$ cat config.mk
export PLATFORM = sky130hd
export DESIGN_NAME = eaw_walker
export DESIGN_NICKNAME = d
export VERILOG_FILES = /design/src/rtl/eaw_pkg.sv /design/src/rtl/eaw_field_split.sv /design/src/rtl/eaw_index_add.sv /design/src/rtl/eaw_hop_guard.sv /design/src/rtl/eaw_walker.sv
export SDC_FILE = /design/constraint.sdc
export NUM_CORES = 1
export LEC_CHECK = 0
export BUFFER_PORTS_ARGS = -buffer_cell sky130_fd_sc_hd__buf_2
export CAP_MARGIN = 10
export CORE_UTILIZATION = 49
export CTS_BUF_LIST = sky130_fd_sc_hd__clkbuf_16
export CTS_CLUSTER_SIZE = 16
export DETAILED_ROUTE_END_ITERATION = 7
export GPL_ROUTABILITY_DRIVEN = 0
export PLACE_DENSITY = 0.89
export REMOVE_ABC_BUFFERS = 1
export SLEW_MARGIN = 20
export SYNTH_ARGS = -nofsm -noshare
export SYNTH_HDL_FRONTEND = slang
export SYNTH_SLANG_ARGS = --single-unit
$ cat constraint.sdc
create_clock -name clk -period 3.3 [get_ports clk]
set_clock_uncertainty 0.1 [all_clocks]
set_input_delay 0.66 -clock clk [delete_from_list [all_inputs] [get_ports clk]]
set_output_delay 0.66 -clock clk [all_outputs]
set_load 0.05 [all_outputs]
$ cat src/rtl/eaw_pkg.sv
// Package: shared widths, field positions and FSM state type for the
// effective address walker. Assumes MSB-first bit numbering of the word.
package eaw_pkg;
    localparam int WORD_W  = 36;
    localparam int ADDR_W  = 18;
    localparam int IDX_W   = 4;
    localparam int NREGS   = 1 << IDX_W;
    // MSB-numbered bit 13 maps to vector bit WORD_W-1-13
    localparam int IND_POS = WORD_W - 1 - 13;
    localparam int IDX_LSB = ADDR_W;

    typedef enum logic [1:0] {
        ST_IDLE  = 2'd0,
        ST_CALC  = 2'd1,
        ST_FETCH = 2'd2
    } walk_st_e;

    typedef struct packed {
        logic              ind;
        logic [IDX_W-1:0]  idx;
        logic [ADDR_W-1:0] addr;
    } ref_fields_t;
endpackage

$ cat src/rtl/eaw_field_split.sv
// Module: splits an instruction or indirect word into the fields that the
// address walk uses. Opcode and accumulator bits are not needed here.
module eaw_field_split
    import eaw_pkg::*;
(
    input  logic [WORD_W-1:0] word_i,
    output ref_fields_t       fields_o
);
    logic unused_upper;

    // Pick indirect flag, index select and address field out of the word
    always_comb begin
        fields_o.ind  = word_i[IND_POS];
        fields_o.idx  = word_i[IDX_LSB +: IDX_W];
        fields_o.addr = word_i[ADDR_W-1:0];
    end

    assign unused_upper = ^word_i[WORD_W-1:IND_POS+1];
endmodule

$ cat src/rtl/eaw_index_add.sv
// Module: forms address field plus index register low bits, modulo 2^ADDR_W.
// Assumes index select 0 means "no index", whatever register 0 holds.
module eaw_index_add
    import eaw_pkg::*;
(
    input  logic [IDX_W-1:0]  idx_i,
    input  logic [ADDR_W-1:0] addr_i,
    input  logic [WORD_W-1:0] reg_i,
    output logic [ADDR_W-1:0] sum_o
);
    logic [ADDR_W-1:0] offset;
    logic              unused_reg_hi;

    // Gate the register value off when no index is selected
    always_comb begin
        offset = (idx_i != '0) ? reg_i[ADDR_W-1:0] : '0;
        sum_o  = addr_i + offset;
    end

    assign unused_reg_hi = ^reg_i[WORD_W-1:ADDR_W];
endmodule

$ cat src/rtl/eaw_hop_guard.sv
// Module: counts indirect reads in one walk and flags when the limit is met.
// Assumes clear and bump are never high together.
module eaw_hop_guard #(
    parameter int MAX_HOPS = 64
) (
    input  logic clk,
    input  logic rst_n,
    input  logic clear_i,
    input  logic bump_i,
    output logic at_limit_o
);
    localparam int CNT_W = $clog2(MAX_HOPS + 1);
    localparam logic [CNT_W-1:0] LIMIT = CNT_W'(MAX_HOPS);

    logic [CNT_W-1:0] hops_q;

    // Count reads issued since the last accepted start
    always_ff @(posedge clk) begin
        if (!rst_n)       hops_q <= '0;
        else if (clear_i) hops_q <= '0;
        else if (bump_i)  hops_q <= hops_q + 1'b1;
    end

    assign at_limit_o = (hops_q == LIMIT);

    assert_hops_bounded_R7: assert property (@(posedge clk) disable iff (!rst_n)
        hops_q <= LIMIT);
    assert_no_bump_at_limit_R7: assert property (@(posedge clk) disable iff (!rst_n)
        at_limit_o |-> !bump_i);
endmodule

$ cat src/rtl/eaw_walker.sv
// Module: top of the recursive indexed-indirect effective address unit.
// Takes one word per start, walks indirect chains through a request/ready
// memory port (data valid with ready), bounds the walk by MAX_HOPS reads.
// Assumes the register file read is combinational on rf_sel_o.
module eaw_walker
    import eaw_pkg::*;
#(
    parameter int MAX_HOPS = 64
) (
    input  logic              clk,
    input  logic              rst_n,
    input  logic              start_i,
    input  logic [35:0]       instr_i,
    output logic              busy_o,
    output logic              done_o,
    output logic              err_o,
    output logic [17:0]       ea_o,
    output logic [3:0]        rf_sel_o,
    input  logic [35:0]       rf_data_i,
    output logic              mem_valid_o,
    output logic [17:0]       mem_addr_o,
    input  logic              mem_ready_i,
    input  logic [35:0]       mem_rdata_i
);
    walk_st_e          st_q;
    logic [WORD_W-1:0] word_q;
    logic [ADDR_W-1:0] ea_q;
    logic [ADDR_W-1:0] req_addr_q;
    logic              done_q;
    logic              err_q;
    ref_fields_t       cur;
    logic [ADDR_W-1:0] sum;
    logic              at_limit;
    logic              accept;
    logic              bump;

    eaw_field_split u_split (
        .word_i   (word_q),
        .fields_o (cur)
    );

    eaw_index_add u_add (
        .idx_i  (cur.idx),
        .addr_i (cur.addr),
        .reg_i  (rf_data_i),
        .sum_o  (sum)
    );

    eaw_hop_guard #(.MAX_HOPS(MAX_HOPS)) u_guard (
        .clk        (clk),
        .rst_n      (rst_n),
        .clear_i    (accept),
        .bump_i     (bump),
        .at_limit_o (at_limit)
    );

    // Handshake qualifiers between the FSM and the hop guard
    always_comb begin
        accept = (st_q == ST_IDLE) && start_i;
        bump   = (st_q == ST_CALC) && cur.ind && !at_limit;
    end

    // Walk state machine: decode, add index, fetch while indirect
    always_ff @(posedge clk) begin
        if (!rst_n) begin
            st_q       <= ST_IDLE;
            word_q     <= '0;
            ea_q       <= '0;
            req_addr_q <= '0;
            done_q     <= 1'b0;
            err_q      <= 1'b0;
        end else begin
            case (st_q)
                ST_IDLE: begin
                    if (start_i) begin
                        word_q <= instr_i;
                        done_q <= 1'b0;
                        err_q  <= 1'b0;
                        st_q   <= ST_CALC;
                    end
                end
                ST_CALC: begin
                    if (!cur.ind) begin
                        ea_q   <= sum;
                        done_q <= 1'b1;
                        st_q   <= ST_IDLE;
                    end else if (at_limit) begin
                        err_q  <= 1'b1;
                        st_q   <= ST_IDLE;
                    end else begin
                        req_addr_q <= sum;
                        st_q       <= ST_FETCH;
                    end
                end
                ST_FETCH: begin
                    if (mem_ready_i) begin
                        word_q <= mem_rdata_i;
                        st_q   <= ST_CALC;
                    end
                end
                default: st_q <= ST_IDLE;
            endcase
        end
    end

    // Output drive
    always_comb begin
        busy_o      = (st_q != ST_IDLE);
        done_o      = done_q;
        err_o       = err_q;
        ea_o        = ea_q;
        rf_sel_o    = cur.idx;
        mem_valid_o = (st_q == ST_FETCH);
        mem_addr_o  = req_addr_q;
    end

    assert_reset_clears_R1: assert property (@(posedge clk)
        !rst_n |=> (!busy_o && !done_o && !err_o && !mem_valid_o));
    assert_req_held_R5: assert property (@(posedge clk) disable iff (!rst_n)
        (mem_valid_o && !mem_ready_i) |=> (mem_valid_o && $stable(mem_addr_o)));
    assert_done_err_excl_R7: assert property (@(posedge clk) disable iff (!rst_n)
        !(done_o && err_o));
    assert_no_req_idle_R9: assert property (@(posedge clk) disable iff (!rst_n)
        !busy_o |-> !mem_valid_o);
    assert_flags_from_busy_R9: assert property (@(posedge clk) disable iff (!rst_n)
        ($rose(done_o) || $rose(err_o)) |-> $past(busy_o));
    assert_idle_hold_R9: assert property (@(posedge clk) disable iff (!rst_n)
        ($past(!busy_o) && !busy_o) |-> ($stable(ea_o) && $stable(done_o) && $stable(err_o)));
endmodule

Word level (Yosys, flattened, before mapping)
Index checks and enable logic that the tools add are counted.
{"block": "totals", "register_bits": 70, "out_inout_bits": 44, "elab_cells": 51}
{"block": "classes", "add_sub_neg": 2, "eq_ne": 8, "mux": 15, "bitwise": 3, "reduce_logical": 16}
{"operator": "two-way mux 23 bit", "count": 2}
{"operator": "one-hot mux 23 bit (2 select lines)", "count": 1}
{"operator": "adder 18 bit", "count": 1}
{"operator": "two-way mux 18 bit", "count": 1}
{"operator": "AND reduction 3 bit", "count": 3}
{"operator": "two-way mux 2 bit", "count": 4}
{"operator": "inequality test 2 bit (second input constant)", "count": 4}
{"operator": "adder 7 x 1 -> 7 bit (second input constant)", "count": 1}
{"operator": "== test 7 bit (second input constant)", "count": 1}
{"operator": "one-hot mux 2 bit (3 select lines)", "count": 1}
{"operator": "nonzero test 2 bit", "count": 3}
{"operator": "two-way mux 1 bit", "count": 4}
{"operator": "one-hot mux 1 bit (2 select lines)", "count": 2}
{"operator": "AND reduction 2 bit", "count": 2}
{"operator": "AND reduction 4 bit", "count": 1}
{"operator": "nonzero test 4 bit", "count": 1}
{"operator": "logical AND 1 bit", "count": 3}
{"operator": "NOT 1 bit", "count": 3}
{"operator": "== test 2 x 1 -> 1 bit (second input constant)", "count": 1}
{"operator": "== test 2 bit (second input constant)", "count": 1}
{"operator": "logical NOT 2 bit", "count": 1}
{"operator": "inequality test 2 x 1 -> 1 bit (second input constant)", "count": 1}
{"operator": "OR reduction 2 bit", "count": 1}
{"operator": "logical NOT 1 bit", "count": 1}

Longest topological paths before layout
Gate-level depths: netlist (run 1).
{"block": "depth", "ltp_word": 4, "ltp_mapped": 11, "mapped_depth_nobuf": 11}

By module
A second synthesis (run 1) with hierarchy kept.
{"block": "hier_totals", "hier_cells": 495, "hier_area_um2": 4605.7}
{"mod": "eaw_walker", "n_inst": 1, "cells_each": 305, "area_per_inst_um2": 3149.3}
{"mod": "eaw_index_add", "n_inst": 1, "cells_each": 130, "area_per_inst_um2": 944.7}
{"mod": "eaw_hop_guard", "n_inst": 1, "cells_each": 37, "area_per_inst_um2": 339.1}
{"mod": "eaw_field_split", "n_inst": 1, "cells_each": 23, "area_per_inst_um2": 172.7}

Worst setup path before layout (run 1)
Ideal clock, no wire load.
{"block": "synth_timing", "path_type": "register to register", "startpoint": "register word_q[18]", "endpoint": "register req_addr_q[16], in the netlist mem_addr_o[16]", "setup_ps": 122, "arrival_time_ps": 2593, "t_required_ps": 3078, "setup_slack_ps": 485, "path_stages_with_launch": 11, "n_path_buf": 1, "synth_period_minus_slack_ps": 2815, "path_cell_list": "dfxtp_1 nor4_4 clkbuf_1 nor2b_1 ha_1 a21oi_1 nor2_2 a211oi_4 o221a_2 a2111oi_1 a311o_1"}
{"block": "synth_via", "elab_chain_cells": 3}
{"item": "start, declared", "line_no": "eaw_walker.sv:26", "text": "logic [WORD_W-1:0] word_q;"}
{"item": "start signal, assigned", "line_no": "eaw_walker.sv:76", "text": "word_q <= instr_i;"}
{"item": "start signal, assigned", "line_no": "eaw_walker.sv:97", "text": "word_q <= mem_rdata_i;"}
{"item": "nonzero test 4 bit", "line_no": "eaw_index_add.sv:16", "text": "offset = (idx_i != '0) ? reg_i[ADDR_W-1:0] : '0;"}
{"item": "two-way mux 18 bit", "line_no": "eaw_index_add.sv:16"}
{"item": "adder 18 bit", "line_no": "eaw_index_add.sv:17", "text": "sum_o = addr_i + offset;"}
{"item": "end signal, assigned", "line_no": "eaw_walker.sv:91", "text": "req_addr_q <= sum;"}
{"item": "end, declared", "line_no": "eaw_walker.sv:28", "text": "logic [ADDR_W-1:0] req_addr_q;"}
Every way passes these cells.
A chain may end at the register's enable or synchronous reset.

Worst setup path after layout (run 1)
Ends and elaborated chain as after synthesis.

==> reports/qor.yml, run 1 <==
detailed_routing:
  wl_microns: 9961
  wl_per_cell_microns: 14.91
  drtIter0Drc: 182
  drtAntennaViolNets: 0
  drc: 0
  firstDrtPassIters: 4
  vias_per_cell: 5.698
  num_vias: 3806
floorplanning:
  core_sq_um: 7727
  io_pins: 156
  fp.dieW_microns: 91.57
  die_y_microns: 91.57
  start_util_pct: 50.87
  dieArea_sq_um: 8385
  num_rows: 32
yosys:
  post-synth-top-count-cell: "dfxtp_1"
  yosysWarnings: 0
  ys_types: 63
  syn_area_per_cell_sq_um: 8.454
  synthTopCellsByArea: "dfxtp_1, mux2i_1, ha_1"
  async_flop_share_pct: 0
  synthDominantCellAreaShare_pct: 35.65
  synth_edf_count: 0
  synth_seq_cells: 70
  yosysSeqAreaShare_pct: 35.65
  synth-main-ff-cell: "dfxtp_1"
  synth_area_leader_cell: "dfxtp_1"
  syn_area_sq_um: 3931
  ys_top_cells_by_count: "dfxtp_1, nand2_1, nor2_1"
  syn_inst: 465
worst_setup_path:
  crit_chain: "nor4_4, buf_4, nor2b_1, ha_1, nand2_1, nor2_2, a211oi_4, o221a_2, a2111oi_1, a311o_1"
  cp.buffers_inverters: 1
  slowest_stage: "ha_1"
  path_delay_family: "compound AO/OA/AOI/OAI gates"
  worstSetupPathType: "reg -> reg"
  endpoint_kind: "register"
  required_ps: 3470
  critPathMaxStageDelay_ps: 470
  cp_max_fo: 15
  critical_path_arrival_ps: 3160
  startpoint_type: "register"
clocking:
  clk_path_buf_depth: 2
  clock_latency_ps: 330
  cts.reportedPaths.clkPinSlew_ps: 50
  clock_sinks: 70
  cts_setup_buffers: 0
  htreeDepth: 3
  hold_buffers: 0
  ctsRootBufferMaster: "clkbuf_16"
  cts_resized: 0
  cts_buffers: 9
  cts_tree: "done"
worst_hold_path:
  hold_class: "reg -> reg"
cells_and_area:
  utilization_pct: 61.85
  fill_cells: 616
  regArea_sq_um: 1401
  final_nets: 694
  multi_input_area_sq_um: 2352
  areaGrowthSynthToFinish_pct: 21.58
  antenna_cells: 0
  drive_above_1_share_pct: 25.80
pwr:
  ir_worst_vdd_mv: 0.2390
  power_per_cell_area_nw_per_um2: 500.5
  p_leak_nw: 1.988
  total_power_mw: 2.392
global_route:
  antenna_found_initial: 0
  grt_first_pass_wirelength_microns: 16240
  grt_usage_pct: 24.03
  grt_pass1_vias: 3580
  grt_start_max_net_pins: 47
  overflow: 0
sta:
  tightest_slew_ps: 909.1
  finalMaxSlewViolations: 0
  layout_min_cycle_time_ps: 2986
  finalSetupViolCount: 0
  fmax_mhz: 334.9
  slew_headroom_pct: 39.25
  rsz0062_at_grt: "false"
  fin_setup_tns_ps: 0
  hold_violations: 0
  fin_crit_sh_pct: 90.48
  hold_slack_ps: 355.1
placed_design:
  dp_hpwl_microns: 7227
  io_buffers: 111
run:
  drv_cap: 0
outcome:
  run_status: "completed"
==> power by group <==
| group | leakage (nW) | switching, mW | internal (mW) |
|---|---|---|---|
| registers | 0.572 | 0.0337 | 0.897 |
| clock network | 0.124 | 0.352 | 0.494 |
| logic | 1.29 | 0.405 | 0.210 |
| total | 1.99 | 0.791 | 1.60 |
==> registers in the layout, summed over array words and instances, names as in the netlist <==
register,cells
word_q,23
ea_o,18
st_q,2
mem_addr_o,18
err_o,1
done_o,1
u_guard.hops_q,7
==> routing by layer <==
| layer | vias to the layer above | routed length, microns | global-route usage, % |
|---|---|---|---|
| li1 | 1875 | - | - |
| met1 | 1728 | 4208 | 29.19 |
| met2 | 182 | 4801 | 40.60 |
| met3 | 21 | 712 | 5.528 |
| met4 | 0 | 238 | 10.05 |
| met5 | - | 0 | 0 |
==> kinds of logic after synthesis <==
| family | share of synthesized area (%) |
|---|---|
| AND/OR/NAND/NOR | 22.79 |
| AO/OA/AOI/OAI | 21.55 |
| buffers and inverters | 4.901 |
| XOR/XNOR | 2.451 |
| flip-flops | 35.65 |
| adder cells (fa/ha/maj) | 6.556 |
| multiplexers | 6.111 |
==> per-stage QoR <==
step | area (sq um) | worst slack, ps | instances
floorplan | 3772 | -11.43 | 433
global placement | 4523 | 368.2 | 653
detailed placement | 4523 | 275.7 | 653
CTS | 4780 | 327.3 | 668
global route | 4780 | 121.3 | 668
finish | 4780 | 314.0 | 668
==> worst min-delay path, stage by stage (launching register included) <==
cell and delay, ps:
dfxtp_1 300, nand2_1 50, a21oi_1 50
==> area by class of cell <==
cell class / instances / share of cell area [%]
multi-input cells: 354 / 49.21
flip-flops and latches: 70 / 29.32
inverters: 9 / 0.7068
clock inverters: 6 / 0.6545
clock buffers: 9 / 4.712
well taps: 102 / 2.670
repair buffers: 118 / 12.72
==> cell usage in the layout, fill, tap and decap left out, types with 3 or more instances in the layout <==
master     count
a211oi_1      26
a21oi_1       37
a31oi_1        4
and2_1         3
buf_2        111
buf_4          7
clkbuf_16      9
dfxtp_1       70
ha_1          19
inv_1         10
mux2i_1       24
nand2_1       54
nand2b_1       7
nand3_1       18
nand4_1       12
nor2_1        44
nor2b_1       17
nor3_1         3
o21a_1         3
o21ai_0        7
o21ai_1        5
o311ai_1       8
or3_1          3
xnor2_1        5
xor2_1         6
==> path summary, 6_finish.rpt <==
path,from,end,slack [ps],depth (start not counted)
worst max-delay path,word_q[18],mem_addr_o[16],310,10
worst min register to register,ea_o[7],ea_o[7],360,2
worst max register to register,word_q[18],mem_addr_o[16],310,10
worst min-delay path,ea_o[7],ea_o[7],360,2
Power figures use the tool's default switching activity.
==> run 2: changes to the inputs <==
- CORE_UTILIZATION: 49 -> 25
- PLACE_DENSITY: 0.89 -> 0.55
==> run 2 against run 1 <==
Maximum frequency is 1.9% higher; die area is 94% higher; combinational power is 0.8% lower; sequential share of layout area is 0.90 points lower; largest cell class unchanged; highest routed layer unchanged.
==> reports/qor.yml, run 2 (synthesis results as in run 1) <==
outcome:
  run_status: "completed"
sta:
  worst_slack_ps: 370.8  # +56.81 ps
  fin_crit_sh_pct: 88.76  # -1.7 points
  slew_headroom_pct: 39.63  # +0.38 points
  layout_min_cycle_time_ps: 2929  # -56.81 ps
  finalSetupViolCount: 0  # unchanged
  hold_violations: 0  # unchanged
  fmax_mhz: 341.4  # +1.9%
  fin_setup_tns_ps: 0  # unchanged
  tightest_slew_ps: 905.5  # -3.548 ps
  finalMaxSlewViolations: 0  # unchanged
  rsz0062_at_grt: "false"
worst_setup_path:
  critical_path_arrival_ps: 3050  # -110 ps
  startpoint_type: "register"
  crit_chain: "nor4_4, buf_4, nor2b_1, ha_1, nor2b_4, o2111ai_1, a21oi_2, o21ai_1, a2111oi_1, a311o_1"
  cp.buffers_inverters: 1  # unchanged
  cp_max_fo: 16  # +1
  endpoint_kind: "register"
  slowest_stage: "dfxtp_1"
  worstSetupPathType: "reg -> reg"
  required_ps: 3420  # -50 ps
  path_delay_family: "compound AO/OA/AOI/OAI gates"
  reg2reg_slack_ps: 370  # +60 ps
  worstRegToRegCells: 10  # unchanged
  cp.depth: 10  # unchanged
  critPathMaxStageDelay_ps: 340  # -130 ps
cells_and_area:
  fill_cells: 1660  # +170%
  drive_above_1_share_pct: 26.28  # +0.48 points
  final_common_cell: "buf_2"
  final_cell_area_sq_um: 4931  # +3.2%
  areaGrowthSynthToFinish_pct: 25.43
  fin_cells: 779  # +17%
  largest_register_ffs: 23  # unchanged
  layout_common_cells: "buf_2, dfxtp_1, nand2_1"
  final_nets: 695  # +0.14%
  top_register: "word_q"
placed_design:
  numPlacedInstances: 763  # +17%
  io_buffers: 111  # unchanged
  post-place-ws_ps: 283.3  # +7.659 ps
  placed_cell_area_sq_um: 4672  # +3.3%
  dp_hpwl_microns: 8196  # +13%
run:
  drv_cap: 0  # unchanged
clocking:
  cts.reportedPaths.clkPinSlew_ps: 60  # about the same
  cts_buffers: 9  # unchanged
  clk_path_buf_depth: 2  # unchanged
  cts_tree: "done"
  clock_latency_ps: 330  # about the same
  cts_setup_buffers: 0  # unchanged
  ctsRootBufferMaster: "clkbuf_16"
  hold_buffers: 0  # unchanged
  clock_sinks: 70  # unchanged
  cts_resized: 0  # unchanged
  htreeDepth: 3  # unchanged
worst_hold_path:
  whs_path_depth: 2  # unchanged
  hold_class: "reg -> reg"
floorplanning:
  core_sq_um: 15260  # +97%
  dieArea_sq_um: 16230  # +94%
  start_util_pct: 25.76  # -25 points
  die_y_microns: 127.4  # +39%
  io_pins: 156  # unchanged
  num_rows: 45  # +41%
  fp.dieW_microns: 127.4  # +39%
global_route:
  grt_usage_pct: 13.39  # -11 points
  grt_pass1_vias: 3444  # -3.8%
  antenna_found_initial: 2  # +2
  grt_start_max_net_pins: 47  # unchanged
  grt_first_pass_wirelength_microns: 16870  # +3.9%
  overflow: 0  # unchanged
detailed_routing:
  route.met3.wl_microns: 583  # -18%
  drc: 0  # unchanged
  wl_met2_microns: 4870  # +1.4%
  firstDrtPassIters: 4  # unchanged
  dr.max_layer_used: "met4"
  num_vias: 3591  # -5.6%
  drtAntennaViolNets: 0  # unchanged
  wl_per_cell_microns: 13.51  # -9.4%
  wl_microns: 10530  # +5.7%
  drtIter0Drc: 193  # +6.0%
  wl_met1_microns: 4820  # +15%
  vias_per_cell: 4.610  # -19%
pwr:
  p_leak_nw: 2.002  # +0.69%
  total_power_mw: 2.386  # -0.27%
  power_per_cell_area_nw_per_um2: 483.8  # -3.3%
  ir_worst_vdd_mv: 0.2402  # +0.49%
==> run 2: final cells by class <==
class | instances | area, sq um | share of cell area [%]
inverter | 9 | 33.78 | 0.6851
clock inverter | 6 | 31.28 | 0.6344
tap | 211 | 264.0 | 5.354
sequential | 70 | 1401 | 28.42
multi-input combinational | 354 | 2357 | 47.81
clock buffer | 9 | 225.2 | 4.567
antenna | 1 | 2.502 | 0.05075
timing repair buffer | 119 | 615.6 | 12.48
==> run 2: worst reg2reg max path, delay by kind of cell, from the launching register on <==
family | cells | cell delay (ps)
adder cells (fa/ha/maj) | 1 | 330
flip-flops | 1 | 340
AO/OA/AOI/OAI | 5 | 1230
AND/OR/NAND/NOR | 3 | 560
buffers and inverters | 1 | 260
==> run 2: layer usage <==
| layer | vias up | global-route usage, % |
|---|---|---|
| li1 | 1884 | - |
| met5 | - | 0 |
| met4 | 0 | 6.723 |
| met1 | 1621 | 16.74 |
| met3 | 14 | 3.308 |
| met2 | 72 | 21.41 |
==> run 2: power breakdown <==
| part | switching, mW | internal (mW) | leakage, nW |
|---|---|---|---|
| registers | 0.0333 | 0.897 | 0.572 |
| clock network | 0.350 | 0.495 | 0.132 |
| logic | 0.400 | 0.210 | 1.30 |
| total | 0.784 | 1.60 | 2.00 |
==> run 2: per-stage QoR <==
step	hold slack [ps]	util (%)
finish	350.3	32.32
CTS	354.5	32.30
floorplan	358.2	-
global placement	344.6	30.62
detailed placement	346.9	30.62
global route	376.9	32.30
==> run 2: path summary, 6_finish.rpt <==
check	from	to
max	word_q[18]	mem_addr_o[16]
min	ea_o[3]	ea_o[3]
max reg2reg	word_q[18]	mem_addr_o[16]
min reg2reg	ea_o[3]	ea_o[3]
==> run 3: changes to the inputs <==
- ABC_CLOCK_PERIOD_IN_PS: unset -> 3300
- CTS_BUF_LIST: sky130_fd_sc_hd__clkbuf_16 -> sky130_fd_sc_hd__clkbuf_4 sky130_fd_sc_hd__clkbuf_8
==> run 3 against run 2 <==
Power decreased by 11%; sequential cell count unchanged; largest cell class unchanged; final area shrank 2.0%; clock-buffer cell count up 1; register-to-register slack about the same; sequential share of layout area is 0.57 points higher.
==> reports/qor.yml, run 3 (synthesis results as in run 1) <==
worst_setup_path:
  critPathMaxStageDelay_ps: 500  # +160 ps
  critical_path_arrival_ps: 3120  # +70 ps
  worst_r2r_endpoint: "mem_addr_o[16]"
  regToRegStartpoint: "word_q[18]"
  crit_chain: "nor4_4, buf_4, nor2b_1, ha_1, nand2_1, nor2_2, a211oi_4, o221a_2, a2111oi_1, a311o_1"
  worstSetupPathType: "reg -> reg"
  cp.buffers_inverters: 1  # unchanged
  required_ps: 3500  # +80 ps
  cp_max_fo: 16  # unchanged
  cp.depth: 10  # unchanged
  reg2reg_slack_ps: 380  # about the same
  endpoint_kind: "register"
  path_delay_family: "compound AO/OA/AOI/OAI gates"
  worstSetupStartpoint: "word_q[18]"
  slowest_stage: "ha_1"
  cp-endpoint: "mem_addr_o[16]"
  worstRegToRegCells: 10  # unchanged
  startpoint_type: "register"
cells_and_area:
  drive_above_1_share_pct: 26.46  # +0.18 points
  top_register: "word_q"
  areaGrowthSynthToFinish_pct: 22.95
  final_nets: 695  # unchanged
  largest_register_ffs: 23  # unchanged
  regArea_sq_um: 1401  # unchanged
  fill_cells: 1665  # +0.30%
  layout_common_cells: "buf_2, dfxtp_1, nand2_1"
  multi_input_area_sq_um: 2357  # unchanged
  final_common_cell: "buf_2"
floorplanning:
  dieArea_sq_um: 16230  # unchanged
  fp.dieW_microns: 127.4  # unchanged
  io_pins: 156  # unchanged
  core_sq_um: 15260  # unchanged
  start_util_pct: 25.76  # unchanged
  die_y_microns: 127.4  # unchanged
  num_rows: 45  # unchanged
global_route:
  grt_start_max_net_pins: 47  # unchanged
  grtUsageMet1_pct: 16.51  # -0.23 points
  use_met3_pct: 3.476  # +0.17 points
  grt-busiest-layer: "met2"
  grt_pass1_vias: 3454  # +0.29%
  grtUsageMet2_pct: 21.47  # +0.064 points
  antenna_found_initial: 2  # unchanged
  grt_usage_pct: 13.29  # -0.11 points
  overflow: 0  # unchanged
  grt_first_pass_wirelength_microns: 16820  # -0.33%
clocking:
  clock_latency_ps: 350  # +20 ps
  ctsRootBufferMaster: "clkbuf_8"
  clk_path_buf_depth: 2  # unchanged
  hold_buffers: 0  # unchanged
  cts_buffers: 9  # unchanged
  clock_sinks: 70  # unchanged
  cts_setup_buffers: 0  # unchanged
  cts_tree: "done"
  cts.reportedPaths.clkPinSlew_ps: 70  # about the same
  cts_resized: 0  # unchanged
  htreeDepth: 3  # unchanged
placed_design:
  dp_hpwl_microns: 8196  # unchanged
  io_buffers: 111  # unchanged
  post-place-ws_ps: 283.3  # unchanged
detailed_routing:
  num_vias: 3601  # +0.28%
  vias_per_cell: 4.623  # +0.28%
  wl_microns: 10530  # about the same
  drtIter0Drc: 148  # -23%
  firstDrtPassIters: 4  # unchanged
  drc: 0  # unchanged
  wl_per_cell_microns: 13.52  # about the same
  drtAntennaViolNets: 0  # unchanged
run:
  drv_cap: 0  # unchanged
sta:
  rsz0062_at_grt: "false"
  hold_violations: 0  # unchanged
  fin_crit_sh_pct: 88.58  # -0.18 points
  fmax_mhz: 342.1  # +0.21%
  finalMaxSlewViolations: 0  # unchanged
  layout_min_cycle_time_ps: 2923  # -6.077 ps
  tightest_slew_ps: 920.7  # +15.17 ps
  slew_headroom_pct: 38.62  # -1.0 points
  worst_slack_ps: 376.9  # +6.077 ps
  hold_slack_ps: 352.0  # +1.781 ps
  finalSetupViolCount: 0  # unchanged
worst_hold_path:
  hold_class: "reg -> reg"
pwr:
  ir_worst_vdd_mv: 0.1561  # -35%
  p_leak_nw: 1.955  # -2.3%
  total_power_mw: 2.128  # -11%
  power_per_cell_area_nw_per_um2: 440.3  # -9.0%
outcome:
  run_status: "completed"
## run 3: metal layers
layer	wire length, microns	share of wire, %
met2	4849	46
met4	282	2.7
met5	0	0
met3	606	5.8
met1	4794	46
## run 3: worst min path at each step
stage	from	end	slack, ps	cells past startpoint
floorplan	u_guard.hops_q[6]	u_guard.hops_q[6]	360	2
CTS	ea_o[4]	ea_o[4]	360	2
finish	ea_o[4]	ea_o[4]	350	2
detailed placement	ea_o[4]	ea_o[4]	350	2
global route	ea_o[4]	ea_o[4]	380	2
global placement	ea_o[9]	ea_o[9]	340	2
## run 3: power breakdown
part / total [mW] / switching, mW / internal [mW]
Clock: 0.588 / 0.316 / 0.271
Sequential: 0.929 / 0.0334 / 0.895
Combinational: 0.611 / 0.401 / 0.210
Total: 2.13 / 0.751 / 1.38
## run 3: worst register-to-register path, delay by kind of cell, from the launching register on
kind,cells,cell delay (ps)
AO/OA/AOI/OAI,4,990
flip-flops,1,340
AND/OR/NAND/NOR,4,670
adder cells (fa/ha/maj),1,500
buffers and inverters,1,270
## run 3: area by class of cell
type / instances / area share [%]
Antenna cell: 1 / 0.05177
Clock buffer: 10 / 2.718
Clock inverter: 5 / 0.5695
Inverter: 9 / 0.6989
Multi-Input combinational cell: 354 / 48.77
Sequential cell: 70 / 28.99
Tap cell: 211 / 5.462
Timing Repair Buffer: 119 / 12.74
## run 3: through the flow
| step | util [%] | area (sq um) | TNS [ps] | cells |
|---|---|---|---|---|
| after floorplan | - | 3772 | -11.43 | 433 |
| after global placement | 30.62 | 4672 | 0 | 763 |
| after detailed placement | 30.62 | 4672 | 0 | 763 |
| after CTS | 31.66 | 4831 | 0 | 778 |
| after global routing | 31.66 | 4831 | 0 | 778 |
| final | 31.68 | 4833 | 0 | 779 |
